**src/rtl/sdr_dec_pkg.sv**
```systemverilog
package sdr_dec_pkg;

  typedef enum logic [2:0] {
    CMD_NOP,
    CMD_ACT,
    CMD_PRE,
    CMD_RD,
    CMD_WR,
    CMD_LOAD,
    CMD_DPD,
    CMD_MISC
  } cmd_t;

  // address bit that carries auto-precharge / all-banks
  localparam int AP_BIT = 10;

  // stored widths of the two configuration registers
  localparam int MR_W  = 10;
  localparam int EMR_W = 7;

  // burst 1, sequential, latency 3, standard mode, burst writes
  localparam logic [MR_W-1:0]  MR_RESET  = 10'b0_00_011_0_000;
  // full array, hottest temperature code, full drive
  localparam logic [EMR_W-1:0] EMR_RESET = 7'b00_11_000;

endpackage

```
**src/rtl/sdr_cmd_classify.sv**
```systemverilog
module sdr_cmd_classify
  import sdr_dec_pkg::*;
(
  input  logic cke_i,
  input  logic cs_n_i,
  input  logic ras_n_i,
  input  logic cas_n_i,
  input  logic we_n_i,
  output cmd_t cmd_o
);

  always_comb begin
    cmd_o = CMD_NOP;
    if (!cke_i) begin
      if (!cs_n_i && ras_n_i && cas_n_i && !we_n_i) cmd_o = CMD_DPD;
    end else if (!cs_n_i) begin
      case ({ras_n_i, cas_n_i, we_n_i})
        3'b011:  cmd_o = CMD_ACT;
        3'b010:  cmd_o = CMD_PRE;
        3'b101:  cmd_o = CMD_RD;
        3'b100:  cmd_o = CMD_WR;
        3'b000:  cmd_o = CMD_LOAD;
        3'b111:  cmd_o = CMD_NOP;
        default: cmd_o = CMD_MISC;
      endcase
    end
  end

endmodule

```
**src/rtl/sdr_bank_track.sv**
```systemverilog
module sdr_bank_track #(
  parameter int BAW = 2,
  localparam int NBANK = 1 << BAW
) (
  input  logic             clk_i,
  input  logic             rst_i,
  input  logic             open_i,
  input  logic             close_i,
  input  logic             close_all_i,
  input  logic [BAW-1:0]   bank_i,
  output logic [NBANK-1:0] active_o
);

  for (genvar g = 0; g < NBANK; g++) begin : g_bank
    always_ff @(posedge clk_i) begin
      if (rst_i)                                 active_o[g] <= 1'b0;
      else if (close_all_i)                      active_o[g] <= 1'b0;
      else if (close_i && bank_i == BAW'(g))     active_o[g] <= 1'b0;
      else if (open_i && bank_i == BAW'(g))      active_o[g] <= 1'b1;
    end
  end

  AST_CLOSE_ALL_EMPTIES: assert property (@(posedge clk_i) disable iff (rst_i)
    close_all_i |=> (active_o == '0));

  AST_NO_OPEN_AND_CLOSE: assert property (@(posedge clk_i) disable iff (rst_i)
    !(open_i && (close_i || close_all_i)));

endmodule

```
**src/rtl/sdr_mode_regs.sv**
```systemverilog
module sdr_mode_regs
  import sdr_dec_pkg::*;
#(
  parameter int AW      = 13,
  parameter int MRD_CYC = 2,
  localparam int CW     = $clog2(MRD_CYC + 1)
) (
  input  logic             clk_i,
  input  logic             rst_i,
  input  logic [AW-1:0]    din_i,
  input  logic             ld_mr_i,
  input  logic             ld_emr_i,
  input  logic             forget_i,
  output logic             mr_ok_o,
  output logic             emr_ok_o,
  output logic [MR_W-1:0]  mr_o,
  output logic [EMR_W-1:0] emr_o,
  output logic             busy_o,
  output logic             ready_o
);

  logic [CW-1:0] wait_cnt;
  logic          mr_seen, emr_seen;
  logic [2:0]    f_bl, f_cl, f_cov;
  logic [1:0]    f_op, f_drv;
  logic          f_ilv;

  assign f_bl  = din_i[2:0];
  assign f_ilv = din_i[3];
  assign f_cl  = din_i[6:4];
  assign f_op  = din_i[8:7];
  assign f_cov = din_i[2:0];
  assign f_drv = din_i[6:5];

  // value screening for each register
  always_comb begin
    mr_ok_o = ((din_i >> MR_W) == '0) && (f_op == 2'b00) &&
              (f_cl == 3'd2 || f_cl == 3'd3) &&
              (f_bl <= 3'd3 || (f_bl == 3'd7 && !f_ilv));
    emr_ok_o = ((din_i >> EMR_W) == '0) && (f_drv != 2'b11) &&
               (f_cov == 3'd0 || f_cov == 3'd1 || f_cov == 3'd2 ||
                f_cov == 3'd5 || f_cov == 3'd6);
  end

  always_ff @(posedge clk_i) begin
    if (rst_i) begin
      mr_o  <= MR_RESET;
      emr_o <= EMR_RESET;
    end else begin
      if (ld_mr_i)  mr_o  <= din_i[MR_W-1:0];
      if (ld_emr_i) emr_o <= din_i[EMR_W-1:0];
    end
  end

  always_ff @(posedge clk_i) begin
    if (rst_i) begin
      mr_seen  <= 1'b1;
      emr_seen <= 1'b1;
    end else if (forget_i) begin
      mr_seen  <= 1'b0;
      emr_seen <= 1'b0;
    end else begin
      if (ld_mr_i)  mr_seen  <= 1'b1;
      if (ld_emr_i) emr_seen <= 1'b1;
    end
  end

  always_ff @(posedge clk_i) begin
    if (rst_i)                     wait_cnt <= '0;
    else if (ld_mr_i || ld_emr_i)  wait_cnt <= CW'(MRD_CYC - 1);
    else if (wait_cnt != '0)       wait_cnt <= wait_cnt - 1'b1;
  end

  assign busy_o  = (wait_cnt != '0);
  assign ready_o = mr_seen && emr_seen;

  AST_MR_HOLD: assert property (@(posedge clk_i) disable iff (rst_i)
    !ld_mr_i |=> $stable(mr_o));

  AST_EMR_HOLD: assert property (@(posedge clk_i) disable iff (rst_i)
    !ld_emr_i |=> $stable(emr_o));

  AST_SINGLE_TARGET: assert property (@(posedge clk_i) disable iff (rst_i)
    !(ld_mr_i && ld_emr_i));

  AST_LOAD_OPENS_WAIT: assert property (@(posedge clk_i) disable iff (rst_i)
    (ld_mr_i || ld_emr_i) |=> (busy_o || MRD_CYC < 2));

  AST_STD_MODE_KEPT: assert property (@(posedge clk_i) disable iff (rst_i)
    mr_o[8:7] == 2'b00);

  AST_FORGET_LOCKS: assert property (@(posedge clk_i) disable iff (rst_i)
    forget_i |=> !ready_o);

endmodule

```
**src/rtl/sdr_cmd_decoder.sv**
```systemverilog
module sdr_cmd_decoder
  import sdr_dec_pkg::*;
#(
  parameter int AW      = 13,
  parameter int BAW     = 2,
  parameter int COLW    = 9,
  parameter int MRD_CYC = 2
) (
  input  logic                   clk_i,
  input  logic                   rst_i,
  input  logic                   cke_i,
  input  logic                   cs_n_i,
  input  logic                   ras_n_i,
  input  logic                   cas_n_i,
  input  logic                   we_n_i,
  input  logic [BAW-1:0]         ba_i,
  input  logic [AW-1:0]          addr_i,
  output logic                   act_o,
  output logic                   pre_o,
  output logic                   rd_o,
  output logic                   wr_o,
  output logic                   load_o,
  output logic                   bad_o,
  output logic [BAW-1:0]         bank_o,
  output logic                   auto_pre_o,
  output logic                   all_banks_o,
  output logic [COLW-1:0]        col_o,
  output logic [AW-1:0]          row_o,
  output logic [(1<<BAW)-1:0]    bank_open_o,
  output logic [2:0]             burst_len_o,
  output logic                   burst_ilv_o,
  output logic [2:0]             cas_lat_o,
  output logic [1:0]             op_mode_o,
  output logic                   wr_single_o,
  output logic [2:0]             pasr_o,
  output logic [1:0]             temp_o,
  output logic [1:0]             drive_o,
  output logic                   dpd_o
);

  localparam logic [BAW-1:0] SEL_MR  = BAW'(0);
  localparam logic [BAW-1:0] SEL_EMR = BAW'(2);

  cmd_t             raw_cmd, eff_cmd;
  logic             a10, all_idle, cur_open;
  logic             busy, ready, mr_ok, emr_ok;
  logic             acc_act, acc_pre, acc_rd, acc_wr, acc_mr, acc_emr, acc_dpd, rej;
  logic             bank_close, bank_close_all;
  logic [MR_W-1:0]  mr_q;
  logic [EMR_W-1:0] emr_q;

  sdr_cmd_classify u_cls (
    .cke_i   (cke_i),
    .cs_n_i  (cs_n_i),
    .ras_n_i (ras_n_i),
    .cas_n_i (cas_n_i),
    .we_n_i  (we_n_i),
    .cmd_o   (raw_cmd)
  );

  assign a10      = addr_i[AP_BIT];
  assign eff_cmd  = dpd_o ? CMD_NOP : raw_cmd;
  assign all_idle = (bank_open_o == '0);
  assign cur_open = bank_open_o[ba_i];

  // legality screen: a rejected command touches nothing
  always_comb begin
    acc_act = 1'b0; acc_pre = 1'b0; acc_rd = 1'b0; acc_wr = 1'b0;
    acc_mr  = 1'b0; acc_emr = 1'b0; acc_dpd = 1'b0; rej = 1'b0;
    if (eff_cmd != CMD_NOP) begin
      if (busy) begin
        rej = 1'b1;
      end else begin
        case (eff_cmd)
          CMD_ACT: if (cur_open) rej = 1'b1; else acc_act = 1'b1;
          CMD_PRE: acc_pre = 1'b1;
          CMD_RD:  if (cur_open && ready) acc_rd = 1'b1; else rej = 1'b1;
          CMD_WR:  if (cur_open && ready) acc_wr = 1'b1; else rej = 1'b1;
          CMD_LOAD: begin
            if (!all_idle)                       rej = 1'b1;
            else if (ba_i == SEL_MR && mr_ok)    acc_mr = 1'b1;
            else if (ba_i == SEL_EMR && emr_ok)  acc_emr = 1'b1;
            else                                 rej = 1'b1;
          end
          CMD_DPD: if (all_idle) acc_dpd = 1'b1; else rej = 1'b1;
          default: ;
        endcase
      end
    end
  end

  assign bank_close     = (acc_pre && !a10) || ((acc_rd || acc_wr) && a10);
  assign bank_close_all = acc_pre && a10;

  sdr_bank_track #(.BAW(BAW)) u_banks (
    .clk_i       (clk_i),
    .rst_i       (rst_i),
    .open_i      (acc_act),
    .close_i     (bank_close),
    .close_all_i (bank_close_all),
    .bank_i      (ba_i),
    .active_o    (bank_open_o)
  );

  sdr_mode_regs #(.AW(AW), .MRD_CYC(MRD_CYC)) u_regs (
    .clk_i    (clk_i),
    .rst_i    (rst_i),
    .din_i    (addr_i),
    .ld_mr_i  (acc_mr),
    .ld_emr_i (acc_emr),
    .forget_i (acc_dpd),
    .mr_ok_o  (mr_ok),
    .emr_ok_o (emr_ok),
    .mr_o     (mr_q),
    .emr_o    (emr_q),
    .busy_o   (busy),
    .ready_o  (ready)
  );

  always_ff @(posedge clk_i) begin
    if (rst_i) begin
      act_o <= 1'b0; pre_o <= 1'b0; rd_o <= 1'b0; wr_o <= 1'b0;
      load_o <= 1'b0; bad_o <= 1'b0; dpd_o <= 1'b0;
      bank_o <= '0; auto_pre_o <= 1'b0; all_banks_o <= 1'b0;
      col_o <= '0; row_o <= '0;
    end else begin
      act_o  <= acc_act;
      pre_o  <= acc_pre;
      rd_o   <= acc_rd;
      wr_o   <= acc_wr;
      load_o <= acc_mr || acc_emr;
      bad_o  <= rej;
      if (acc_dpd)             dpd_o <= 1'b1;
      else if (dpd_o && cke_i) dpd_o <= 1'b0;
      if (acc_act || acc_pre || acc_rd || acc_wr) begin
        bank_o      <= ba_i;
        auto_pre_o  <= (acc_rd || acc_wr) && a10;
        all_banks_o <= acc_pre && a10;
      end
      if (acc_act)          row_o <= addr_i;
      if (acc_rd || acc_wr) col_o <= addr_i[COLW-1:0];
    end
  end

  assign burst_len_o = mr_q[2:0];
  assign burst_ilv_o = mr_q[3];
  assign cas_lat_o   = mr_q[6:4];
  assign op_mode_o   = mr_q[8:7];
  assign wr_single_o = mr_q[9];
  assign pasr_o      = emr_q[2:0];
  assign temp_o      = emr_q[4:3];
  assign drive_o     = emr_q[6:5];

  AST_ONE_STROBE: assert property (@(posedge clk_i) disable iff (rst_i)
    $onehot0({act_o, pre_o, rd_o, wr_o, load_o}));

  AST_REJECT_SILENT: assert property (@(posedge clk_i) disable iff (rst_i)
    bad_o |-> !(act_o || pre_o || rd_o || wr_o || load_o));

  AST_DESELECT_MASKS: assert property (@(posedge clk_i) disable iff (rst_i)
    (cs_n_i && cke_i) |=> !(act_o || pre_o || rd_o || wr_o || load_o || bad_o));

  AST_LOAD_ALL_IDLE: assert property (@(posedge clk_i) disable iff (rst_i)
    load_o |-> (bank_open_o == '0));

  AST_ACCESS_KEEPS_OPEN: assert property (@(posedge clk_i) disable iff (rst_i)
    ((rd_o || wr_o) && !auto_pre_o) |-> bank_open_o[bank_o]);

  AST_DPD_IDLE: assert property (@(posedge clk_i) disable iff (rst_i)
    dpd_o |-> (bank_open_o == '0));

  AST_DPD_QUIET: assert property (@(posedge clk_i) disable iff (rst_i)
    (dpd_o && $past(dpd_o)) |-> !(act_o || pre_o || rd_o || wr_o || load_o || bad_o));

endmodule

```
**config.mk**
```make
export PLATFORM = sky130hd
export DESIGN_NAME = sdr_cmd_decoder
export DESIGN_NICKNAME = d
export VERILOG_FILES = /design/src/rtl/sdr_dec_pkg.sv /design/src/rtl/sdr_cmd_classify.sv /design/src/rtl/sdr_bank_track.sv /design/src/rtl/sdr_mode_regs.sv /design/src/rtl/sdr_cmd_decoder.sv
export SDC_FILE = /design/constraint.sdc
export NUM_CORES = 1
export LEC_CHECK = 0
export ABC_AREA = 1
export CORE_MARGIN = 4
export CORE_UTILIZATION = 52
export CTS_BUF_LIST = sky130_fd_sc_hd__clkbuf_4
export CTS_CLUSTER_DIAMETER = 150
export DETAILED_ROUTE_END_ITERATION = 10
export HOLD_SLACK_MARGIN = 0.1
export PLACE_DENSITY_LB_ADDON = 0.12
export SYNTH_ARGS = -nofsm -noshare
export SYNTH_HDL_FRONTEND = slang
export SYNTH_SLANG_ARGS = --single-unit
```
**constraint.sdc**
```tcl
create_clock -name clk_i -period 3 [get_ports clk_i]
set_clock_uncertainty 0.1 [all_clocks]
set_input_delay 0.3 -clock clk_i [delete_from_list [all_inputs] [get_ports clk_i]]
set_output_delay 0.3 -clock clk_i [all_outputs]
set_load 0.01 [all_outputs]
```
After elaboration in Yosys (flattened, before gate mapping):

Cells that the tools add are included.

* input port bits: 22
* flip-flop bits (word level): 58
* output and inout port bits: 54
* logic and storage cells: 161

* eq/ne operators: 22
* add/sub/neg operators: 1
* reduce and logical (&&, ||, !) cells: 61
* bitwise logic cells: 1
* muxes and demuxes: 52
* magnitude comparators: 2

Operators with widths (number)
* $mux W1: 45
* $eq A3 B3 Y1 const B: 9
* $logic_not A13 Y1: 2
* $logic_and A1 B1 Y1: 25
* $eq A3 B2 Y1 const B: 7
* $pmux W3 S6: 1
* $logic_or A1 B1 Y1: 12
* $mux W3: 4
* $reduce_or A3 Y1: 4
* $reduce_bool A2 Y1: 5
* $eq A3 B1 Y1 const B: 2
* $logic_not A3 Y1: 2
* $reduce_or A2 Y1: 3
* $eq A2 B2 Y1 const B: 2
* $logic_not A1 Y1: 4
* $logic_not A2 Y1: 2
* $logic_not A4 Y1: 1
* $pmux W1 S4: 1
* $le A3 B2 Y1 const B: 1
* $lt A2 B3 Y1 const B: 1
* $reduce_bool A3 Y1: 1
* $bmux W1 S2: 1
* $eq A2 B1 Y1 const B: 1
* $ne A2 B2 Y1 const B: 1
* other kinds (2): 2

Longest topological paths before layout:

* depth in word-level cells: 16
* mapped depth: 13
* gate-level depth less buffers: 12

By module:

Synthesis repeated with hierarchy kept, for this count alone.

* cells, all modules: 372
* area total of the unflattened synthesis: 2653.8 um2

By module, submodules not included
* sdr_cmd_decoder: seq. area each 660.6 um2, cells an instance 203, times used 1, area each 1495.2 um2
* sdr_mode_regs: seq. area each 420.4 um2, cells an instance 117, times used 1, area each 867.1 um2
* sdr_bank_track: seq. area each 80.1 um2, cells an instance 31, times used 1, area each 207.7 um2
* sdr_cmd_classify: seq. area each 0.0 um2, cells an instance 21, times used 1, area each 83.8 um2

Worst setup path after synthesis:

OpenSTA, ideal clock, no wires.

* path type: input to register
* start point: input port ba_i[0]
* end point: register auto_pre_o
* required time: 2.767 ns
* stages: 12
* arrival: 1.418 ns
* setup time: 0.133 ns
* path buffers: 2
* path slack: 1.349 ns
* path through: buf_2 -> nor2_2 -> nand2_1 -> nand2_1 -> inv_1 -> nand2_1 -> nand2_2 -> nor2_1 -> nand3_2 -> buf_6 -> nand3_1 -> a21oi_1

* cells in the longest elaborated chain, start to end: 9
* elaborated cells between the ends (all ways): 19
* classes of those cells: mux (13); reduce/logical (6)

RTL lines
* from (decl): line sdr_cmd_decoder.sv:16 `input logic [BAW-1:0] ba_i,`
* $bmux W1 S2 (*): line sdr_cmd_decoder.sv:64 `assign cur_open = bank_open_o[ba_i];`
* $mux W1 (implied by the code) (*): line sdr_cmd_decoder.sv:64
* $logic_and A1 B1 Y1 / $mux W1 (equally long branches): line sdr_cmd_decoder.sv:77, sdr_cmd_decoder.sv:78, sdr_cmd_decoder.sv:75
* $mux W1 (on tied branches): line sdr_cmd_decoder.sv:77, sdr_cmd_decoder.sv:78, sdr_cmd_decoder.sv:74
* $mux W1 (on tied branches): line sdr_cmd_decoder.sv:74, sdr_cmd_decoder.sv:71
* $mux W1 (on tied branches): line sdr_cmd_decoder.sv:71, sdr_cmd_decoder.sv:70
* $mux W1 / $logic_or A1 B1 Y1 (equally long branches): line sdr_cmd_decoder.sv:70, sdr_cmd_decoder.sv:135
* $logic_or A1 B1 Y1 (on tied branches): line sdr_cmd_decoder.sv:137, sdr_cmd_decoder.sv:135
* $logic_and A1 B1 Y1 / $logic_or A1 B1 Y1 (equally long branches): line sdr_cmd_decoder.sv:137, sdr_cmd_decoder.sv:135
* to (signal assigned): line sdr_cmd_decoder.sv:137 `auto_pre_o <= (acc_rd || acc_wr) && a10;`
* to (decl): line sdr_cmd_decoder.sv:25 `output logic auto_pre_o,`

Every way passes the cells marked *; elsewhere a longest branch is shown, timed or not. The select of a mux whose other input is x is not followed.
A chain may end at the register's enable or synchronous reset.

Final worst setup path:

* start point: input port ba_i[1]
* end point: register bank_o[1]

* cells in the longest elaborated chain, start to end: 9
* elaborated cells between the ends (all ways): 17
* classes of those cells: mux (13); reduce/logical (4)

RTL lines
* $bmux W1 S2: line sdr_cmd_decoder.sv:64
* $mux W1 (implied by the code): line sdr_cmd_decoder.sv:64
* $mux W1 / $logic_and A1 B1 Y1 (equally long branches): line sdr_cmd_decoder.sv:75, sdr_cmd_decoder.sv:77, sdr_cmd_decoder.sv:78
* $mux W1 (on tied branches): line sdr_cmd_decoder.sv:74, sdr_cmd_decoder.sv:77, sdr_cmd_decoder.sv:78
* $mux W1 (on tied branches): line sdr_cmd_decoder.sv:71, sdr_cmd_decoder.sv:74
* $mux W1 (on tied branches): line sdr_cmd_decoder.sv:70, sdr_cmd_decoder.sv:71
* $logic_or A1 B1 Y1 / $mux W1 (equally long branches): line sdr_cmd_decoder.sv:135, sdr_cmd_decoder.sv:70
* $logic_or A1 B1 Y1 (2 in a row): line sdr_cmd_decoder.sv:135 `if (acc_act || acc_pre || acc_rd || acc_wr) begin`
* to (signal assigned): line sdr_cmd_decoder.sv:136 `bank_o <= ba_i;`
* to (decl): line sdr_cmd_decoder.sv:24 `output logic [BAW-1:0] bank_o,`

Parallel ways exist; a longest one is shown, timed or not. The select of a mux whose other input is x is not followed.

==> impl_metrics.env <==
export IMPL_cp_buffers_inverters=2
export IMPL_start_util_pct=54.0
export IMPL_fmax_mhz=494
export IMPL_fin_area_mm2=0.00353
export IMPL_firstDrtPassIters=4
export IMPL_grt_pass1_vias=2596
export IMPL_synthFlopType="dfxtp_1"
export IMPL_synthArstFlopShare_pct=0
export IMPL_die_h_um=78.5
export IMPL_setup_ws_ns=0.976
export IMPL_hpwlAfterDp_mm=5.21
export IMPL_setup_worst_path_end_class="flop"
export IMPL_multi_input_area_mm2=0.00119
export IMPL_cts_repair_resized=0
export IMPL_synth_top_cell_by_area="dfxtp_1"
export IMPL_cts_root_buffer="clkbuf_4"
export IMPL_grt_max_degree=31
export IMPL_seq_area_frac_synth_pct=44.9
export IMPL_synth_most_common_cell="nand2_1"
export IMPL_min_path_type="flop to flop"
export IMPL_gp_congestion=0.859
export IMPL_cts_buffers=9
export IMPL_grt_remaining_overflow=0
export IMPL_wl_mm=6.91
export IMPL_post_route_min_period_ns=2.02
export IMPL_rr_worst_depth=7
export IMPL_pre_cts_slack_ns=0.582
export IMPL_clk_pin_slew_ns=0.10
export IMPL_synth_cells=353
export IMPL_yosysTopAreaCellShare_pct=44.9
export IMPL_finalHoldViolCount=0
export IMPL_cp_start_kind="primary input"
export IMPL_grt_pass1_wl_mm=11.8
export IMPL_cp_arrival_ns=2.21
export IMPL_worstPathCellList="clkdlybuf4s50_1 > nor2_2 > nand2_1 > nand2_1 > inv_1 > nand2_1 > nand2_2 > nor2_1 > nand3_2 > a21oi_1 > nor2_1"
export IMPL_synthTopCellsByCount="72 x nand2_1, 58 x dfxtp_1, 38 x nor2_1, 37 x inv_1, 36 x a21oi_1"
export IMPL_post_route_period_util_pct=67.5
export IMPL_r2r_start="u_regs.wait_cnt[0]$_SDFFE_PP0P_"
export IMPL_setup_viol_count_final=0
export IMPL_r2r_end="bank_o[1]$_SDFFE_PP0P_"
export IMPL_rows=25
export IMPL_ctsLongestPathBuffers=2
export IMPL_hp_start="u_regs.mr_o[5]$_SDFFE_PP1P_"
export IMPL_rrSetupSlack_ns=1.05
export IMPL_cts_tree="built"
export IMPL_cp_top_family="simple AND/OR/NAND/NOR gates"
export IMPL_diodes=0
export IMPL_tns_ns=0
export IMPL_cp_max_fo=15
export IMPL_ys_ff_latch=58
export IMPL_synthToLayoutAreaGrowth_pct=36.4
export IMPL_via_count=2595
export IMPL_n_fill_cell=411
export IMPL_crit_type="primary input to flop"
export IMPL_grt_antenna_before_repair=0
export IMPL_first_iter_violations=136
export IMPL_ir_drop_mv=0.493
export IMPL_coreArea_mm2=0.00479
export IMPL_crit_required_ns=3.19
export IMPL_grtUsageTotal_pct=24.1
export IMPL_synth_nets=376
export IMPL_hold_end="u_regs.mr_o[5]$_SDFFE_PP1P_"
export IMPL_slowest_delay_ns=0.55
export IMPL_drcViolationCount=0
export IMPL_p_per_area_mw_per_mm2=515
export IMPL_die_x_um=78.5
export IMPL_dpl_cell_area_mm2=0.00337
export IMPL_htree_levels=3
export IMPL_p_leak_nw=1.56
export IMPL_avgSynthCellArea_um2=7.33
export IMPL_netlist_cell_type_count=33
export IMPL_fin_nets=453
export IMPL_portBuffers=75
export IMPL_slowest_stage="clkdlybuf4s50_1"
export IMPL_register_area_mm2=0.00116
export IMPL_cts_hold_buf=0
export IMPL_clock_latency_ns=0.38
export IMPL_crit_top_cell="nand2_1"
export IMPL_holdPathStages=1
export IMPL_rsz0062_at_grt="false"
export IMPL_dieArea_mm2=0.00617
export IMPL_status="completed"
export IMPL_wl_per_cell_um=13.8
export IMPL_synth_edf_count=0
export IMPL_max_cap_viol_count=0
export IMPL_cts_sinks=58
export IMPL_io_pins=76
export IMPL_synthTopCellsByArea="dfxtp_1 45%, nand2_1 10%, a21oi_1 7.0%"
export IMPL_tightest_slew_ns=0.336
export IMPL_via_per_inst=5.17
export IMPL_max_slew_margin_pct=77.6
export IMPL_slew_violations=0
export IMPL_yosys_warnings=0
export IMPL_drive_above_1_share_pct=10.3
export IMPL_synthesis_area_mm2=0.00259
export IMPL_post_cts_setup_buffers=0
export IMPL_antenna_left=0
==> flip-flops by register name (all words and copies together), names as in the netlist <==
signal            flops
all_banks_o           1
pre_o                 1
u_regs.emr_o          7
load_o                1
u_regs.wait_cnt       2
col_o                 9
bank_o                2
u_banks.active_o      4
wr_o                  1
act_o                 1
row_o                13
dpd_o                 1
u_regs.mr_seen        1
bad_o                 1
auto_pre_o            1
u_regs.mr_o          10
rd_o                  1
u_regs.emr_seen       1
==> power by group <==
group / internal, mW / leakage [nW] / switching [mW]
clock network: 0.342 / 0.0838 / 0.279
registers: 0.811 / 0.469 / 0.0211
logic: 0.153 / 1.01 / 0.211
==> worst max-delay path by stage <==
stage | start | end | slack [ns] | depth (start not counted)
3_3_place_gp | ba_i[1] | bank_o[0]$_SDFFE_PP0P_ | 0.68 | 11
5_1_grt | cas_n_i | row_o[8]$_SDFFE_PP0N_ | 0.83 | 13
2_1_floorplan | ba_i[0] | auto_pre_o$_SDFFE_PP0P_ | 1.35 | 12
4_1_cts | ba_i[1] | bank_o[1]$_SDFFE_PP0P_ | 1.0 | 11
6_report | ba_i[1] | bank_o[1]$_SDFFE_PP0P_ | 0.98 | 11
3_5_place_dp | ba_i[1] | bank_o[1]$_SDFFE_PP0P_ | 0.58 | 11
==> cell families (layout without fill, tap and decap cells) <==
kind of cell | after synthesis | count (layout) | share of synthesized area, %
AOI/OAI and AO/OA | 67 | 67 | 13.4
DFF | 58 | 58 | 44.9
buffers and inverters | 54 | 136 | 9.05
xor gates and xnor gates | 1 | 1 | 0.339
and+or+nand+nor | 172 | 172 | 31.8
adders and majority gates | 1 | 1 | 0.484
==> cell type report <==
cell class	count	share of cell area (%)
multi-input cells	241	33.8
flip-flops and latches	58	32.9
repair buffers	79	22.1
inverters	41	4.36
well taps	67	2.38
clock inverters	6	2.31
clock buffers	10	2.13
==> per-layer routing <==
metal  share of wire [%]  GRT usage, %  wire length (um)
met1                  43          29.0              2950
met2                  48          40.1              3340
met3                 7.2          7.34               499
met4                 1.6          9.62               112
met5                   0             0                 0
==> placed cells by master, fill, tap and decap left out, types with 3 or more instances in the layout <==
master,n
clkdlybuf4s50_1,75
nand2_1,72
dfxtp_1,58
nor2_1,38
inv_1,37
a21oi_1,36
nand3_1,29
o21ai_0,25
clkbuf_4,10
nor2_2,8
nand2_2,6
buf_4,4
inv_2,3
nor3_1,3
o211ai_1,3
and3_1,3
==> through the flow <==
stage / hold WS [ns] / instances / util (%) / total power [mW]
final: 0.369 / 502 / 73.7 / 1.82
after global routing: 0.393 / 502 / 73.7 / 1.91
after CTS: 0.366 / 502 / 73.7 / 1.83
after detailed placement: 0.338 / 486 / 70.4 / 1.21
after global placement: 0.333 / 486 / 70.4 / 1.20
after floorplan: 0.332 / 353 / - / 1.07
No activity file was read; power rests on OpenSTA's default activity.
